File: src/rtl/cascade_cmp_pkg.sv
package cascade_cmp_pkg;

  typedef struct packed {
    logic gt;
    logic lt;
    logic eq;
  } cmpFlags_t;

  localparam cmpFlags_t FLAGS_CLEAR = '{gt: 1'b0, lt: 1'b0, eq: 1'b0};

endpackage

File: src/rtl/cascade_cmp_slice.sv
module cascade_cmp_slice
  import cascade_cmp_pkg::*;
#(
  parameter int SLICE_W = 4
) (
  input  logic [SLICE_W-1:0] aSlice,
  input  logic [SLICE_W-1:0] bSlice,
  input  cmpFlags_t          cascIn,
  output cmpFlags_t          cascOut
);

  logic localGt;
  logic localLt;
  logic localEq;

  // local ordering of this group of bits
  always_comb begin
    localGt = (aSlice > bSlice);
    localLt = (aSlice < bSlice);
    localEq = (aSlice == bSlice);
  end

  // lower-order flags only count when the local bits tie
  always_comb begin
    cascOut.gt = localGt | (localEq & cascIn.gt);
    cascOut.lt = localLt | (localEq & cascIn.lt);
    cascOut.eq = localEq & cascIn.eq;
  end

endmodule

File: src/rtl/cascade_cmp_chain.sv
module cascade_cmp_chain
  import cascade_cmp_pkg::*;
#(
  parameter int SLICE_W  = 4,
  parameter int N_SLICES = 2,
  localparam int DATA_W  = SLICE_W * N_SLICES
) (
  input  logic [DATA_W-1:0] aWord,
  input  logic [DATA_W-1:0] bWord,
  input  cmpFlags_t         chainIn,
  output cmpFlags_t         chainOut
);

  cmpFlags_t link [N_SLICES+1];

  assign link[0] = chainIn;

  // slice 0 holds the least significant bits and feeds upward
  for (genvar s = 0; s < N_SLICES; s++) begin : gSlice
    cascade_cmp_slice #(
      .SLICE_W(SLICE_W)
    ) uSlice (
      .aSlice (aWord[s*SLICE_W +: SLICE_W]),
      .bSlice (bWord[s*SLICE_W +: SLICE_W]),
      .cascIn (link[s]),
      .cascOut(link[s+1])
    );
  end

  assign chainOut = link[N_SLICES];

endmodule

File: src/rtl/cascade_cmp.sv
module cascade_cmp
  import cascade_cmp_pkg::*;
#(
  parameter int SLICE_W  = 4,
  parameter int N_SLICES = 2,
  localparam int DATA_W  = SLICE_W * N_SLICES
) (
  input  logic              clk,
  input  logic              rstN,
  input  logic [DATA_W-1:0] aIn,
  input  logic [DATA_W-1:0] bIn,
  input  logic              gtIn,
  input  logic              ltIn,
  input  logic              eqIn,
  output logic              gtOut,
  output logic              ltOut,
  output logic              eqOut
);

  logic [DATA_W-1:0] aReg;
  logic [DATA_W-1:0] bReg;
  cmpFlags_t         cascReg;
  cmpFlags_t         cmpComb;
  cmpFlags_t         resReg;

  // input stage
  always_ff @(posedge clk or negedge rstN) begin
    if (!rstN) begin
      aReg    <= '0;
      bReg    <= '0;
      cascReg <= FLAGS_CLEAR;
    end else begin
      aReg    <= aIn;
      bReg    <= bIn;
      cascReg <= '{gt: gtIn, lt: ltIn, eq: eqIn};
    end
  end

  cascade_cmp_chain #(
    .SLICE_W (SLICE_W),
    .N_SLICES(N_SLICES)
  ) uChain (
    .aWord   (aReg),
    .bWord   (bReg),
    .chainIn (cascReg),
    .chainOut(cmpComb)
  );

  // output stage
  always_ff @(posedge clk or negedge rstN) begin
    if (!rstN) resReg <= FLAGS_CLEAR;
    else       resReg <= cmpComb;
  end

  assign gtOut = resReg.gt;
  assign ltOut = resReg.lt;
  assign eqOut = resReg.eq;

endmodule

File: config.mk
export PLATFORM = sky130hd
export DESIGN_NAME = cascade_cmp
export DESIGN_NICKNAME = d
export VERILOG_FILES = /design/src/rtl/cascade_cmp_pkg.sv /design/src/rtl/cascade_cmp_slice.sv /design/src/rtl/cascade_cmp_chain.sv /design/src/rtl/cascade_cmp.sv
export SDC_FILE = /design/constraint.sdc
export NUM_CORES = 1
export LEC_CHECK = 0
export BUFFER_PORTS_ARGS = -buffer_cell sky130_fd_sc_hd__buf_4
export CAP_MARGIN = 20
export CORE_UTILIZATION = 39
export CTS_CLUSTER_DIAMETER = 80
export CTS_CLUSTER_SIZE = 30
export DETAILED_ROUTE_END_ITERATION = 10
export HOLD_SLACK_MARGIN = 0.03
export SYNTH_ARGS = -nofsm -noshare
export SYNTH_HDL_FRONTEND = slang
export SYNTH_SLANG_ARGS = --single-unit
File: constraint.sdc
create_clock -name clk -period 2.09 [get_ports clk]
set_clock_uncertainty 0.15 [all_clocks]
set_input_delay 0.627 -clock clk [delete_from_list [all_inputs] [get_ports clk]]
set_output_delay 0.627 -clock clk [all_outputs]
set_load 0.005 [all_outputs]
==> results.sh <==
export IMPL_status="completed"
export IMPL_drc=0
export IMPL_yosysUniqueCellTypes=17
export IMPL_first_pass_iters=4
export IMPL_cts_root_buffer="clkbuf_4"
export IMPL_ys_flop_type="dfrtp_1"
export IMPL_io_buffers=23
export IMPL_drt_initial_drc_count=3
export IMPL_ant_nets=0
export IMPL_syn_area_um2=800.8
export IMPL_combPwrFrac=0.119
export IMPL_max_slew_worst_pin_slew_ps=267.5
export IMPL_setup_viol=0
export IMPL_async_flop_share=1.000
export IMPL_area_delta_synth_final_pct=30.31
export IMPL_synthSimpleGateAreaFrac=0.07812
export IMPL_gp_congestion=0.6466
export IMPL_row_count=16
export IMPL_avgViaCountPerCell=4.400
export IMPL_grt_max_degree=23
export IMPL_switching_power_uw=170.0
export IMPL_die_width_um=47.31
export IMPL_post_cts_resized=0
export IMPL_start_kind="flip-flop"
export IMPL_cts_tree="yes"
export IMPL_power_density_nw_per_um2=746.2
export IMPL_muxShareOfSynthArea=0
export IMPL_synth_compound_area_frac=0.07188
export IMPL_clkPwrFrac=0.296
export IMPL_setup_tns_ps=0
export IMPL_synth_top_area_frac=0.6875
export IMPL_max_freq_mhz=629.5
export IMPL_diodes=0
export IMPL_coreArea_um2=1942
export IMPL_drive_gt1_frac=0.3614
export IMPL_start_util=0.4124
export IMPL_clk_pin_slew_ps=120
export IMPL_yosysWarnings=0
export IMPL_cp_required_ps=1310
export IMPL_crit_path_end_kind="output port"
export IMPL_syn_num_nets=85
export IMPL_arrival_ps=810
export IMPL_finalHoldViolCount=0
export IMPL_synthCells=56
export IMPL_worstReg2RegEnd="gtOut$_DFF_PN0_"
export IMPL_grt_usage=0.1121
export IMPL_synthTopCellsByCount="dfrtp_1 (22), ha_1 (8), inv_1 (8)"
export IMPL_ys_ff_latch=22
export IMPL_grt_pass1_vias=425
export IMPL_wl_per_cell_um=9.927
export IMPL_cp_buffers_inverters=1
export IMPL_crit_family="flip-flops"
export IMPL_critPathMaxStageDelay_ps=380
export IMPL_yosysTopAreaCell="dfrtp_1"
export IMPL_swShare=0.2183
export IMPL_synth_most_common_cell="dfrtp_1"
export IMPL_cp_max_fo=1
export IMPL_vias=484
export IMPL_p_int_uw=608.7
export IMPL_hold_path_class="input pin to asynchronous set/reset pin"
export IMPL_critical_path_slowest_cell="dfrtp_1"
export IMPL_ioPinCount=24
export IMPL_hold_buffers=0
export IMPL_hpwl_um=820.7
export IMPL_fin_crit_sh=0.7600
export IMPL_utilization=0.5374
export IMPL_synth_edf_count=0
export IMPL_p_seq_frac=0.585
export IMPL_cts_buffer_depth=2
export IMPL_antenna_found_initial=0
export IMPL_synth_xor_area_frac=0
export IMPL_fin_nets=113
export IMPL_routed_wl_mm=1.092
export IMPL_rrSetupSlack_ps=560
export IMPL_grt_ovfl_total=0
export IMPL_slew_headroom=0.8217
export IMPL_fin_crit_ps=1588
export IMPL_clock_sinks=22
export IMPL_p_leak_uw=0.0005372
export IMPL_synth_area_leaders="dfrtp_1 (69%), ha_1 (13%), inv_1 (3.8%), o211ai_1 (1.9%), a211oi_2 (1.6%)"
export IMPL_reg2reg_depth=5
export IMPL_synth_fa_ha_area_frac=0.1250
export IMPL_htreeDepth=1
export IMPL_path_cells="buf_4"
export IMPL_grt_setup_unrepaired="false"
export IMPL_worstSkewPairLatency_ps=300
export IMPL_vdd_drop_max_uv=412.2
export IMPL_cts_buffers=3
export IMPL_synth_top_family_by_area="adder cells"
export IMPL_post_cts_setup_buffer_count=0
export IMPL_avgSynthCellArea_um2=14.30
export IMPL_seq_area_frac_synth=0.6875
export IMPL_die_h_um=47.31
export IMPL_r2r_start="aReg[2]$_DFF_PN0_"
export IMPL_fp_dieArea_um2=2238
export IMPL_grt_pass1_wl_mm=1.662
export IMPL_maxCapViolations=0
export IMPL_path_class="flip-flop to output port"
export IMPL_drv_slew=0
## cells in the final DEF, fill, tap and decap left out, drive strengths merged
cell / Yosys / layout
ha: 8 / 8
dfrtp: 22 / 22
nor2: 2 / 2
o22ai: 1 / 1
a21oi: 1 / 1
inv: 8 / 8
o211ai: 2 / 2
buf: 0 / 23
clkbuf: 0 / 4
and4: 2 / 2
nand2: 2 / 2
nand2b: 2 / 2
o21ai: 1 / 1
and3: 1 / 1
a21o: 1 / 1
a31oi: 1 / 1
a211oi: 1 / 1
nand3b: 1 / 1
## per-layer routing
| layer | track usage | part of all wire |
|---|---|---|
| met3 | 0.03462 | 0.054 |
| met2 | 0.1726 | 0.51 |
| met4 | 0.06857 | 0.0064 |
| met1 | 0.1369 | 0.42 |
| met5 | 0 | 0 |
## sequential cells by signal (all words and copies together), names as in the netlist
register and cells:
gtOut 1, cascReg 3, eqOut 1, bReg 8
aReg 8, ltOut 1
## final cells by class
class	instances	area [um2]
Inverter	8	30.03
Timing Repair Buffer	23	172.7
Fill cell	171	898.4
Tap cell	27	33.78
Sequential cell	22	550.5
Multi-Input combinational cell	26	220.2
Clock buffer	4	36.28
## stage by stage
| stage | total power [uW] | setup slack, ps | hold slack, ps | cells | instance area (um2) |
|---|---|---|---|---|---|
| global route | 818.6 | 464.0 | 31.80 | 110 | 1044 |
| finish | 778.6 | 501.6 | 26.85 | 110 | 1044 |
| global placement | 556.7 | 591.9 | 334.6 | 106 | 1007 |
| detailed placement | 558.1 | 568.5 | 328.8 | 106 | 1007 |
| floorplan | 504.2 | 632.3 | 181.4 | 56 | 800.8 |
| CTS | 788.7 | 490.8 | 32.65 | 110 | 1044 |
## worst max path at each step
stage	startpoint	end	cells after the start	slack, ps
after global routing	ltOut$_DFF_PN0_	ltOut	1	460
final	eqOut$_DFF_PN0_	eqOut	1	500
after detailed placement	aReg[2]$_DFF_PN0_	gtOut$_DFF_PN0_	5	570
after floorplan	aReg[2]$_DFF_PN0_	gtOut$_DFF_PN0_	5	630
after CTS	eqOut$_DFF_PN0_	eqOut	1	490
after global placement	aReg[2]$_DFF_PN0_	gtOut$_DFF_PN0_	5	590
## logic make-up after synthesis
kind of cell	count (synthesis)
flip-flops	22
AO/OA/AOI/OAI	8
buffers and inverters	8
AND/OR/NAND/NOR	10
adder cells (fa/ha/maj)	8
## power by group through the flow
stage          clock network [uW]  logic, uW  registers, uW
6_report                      231       92.4            455
5_1_grt                       254        106            458
3_5_place_dp                    0       93.9            464
3_3_place_gp                    0       92.9            464
4_1_cts                       239       94.3            456
2_1_floorplan                   0       40.3            464
(Power assumes the default switching activity.)
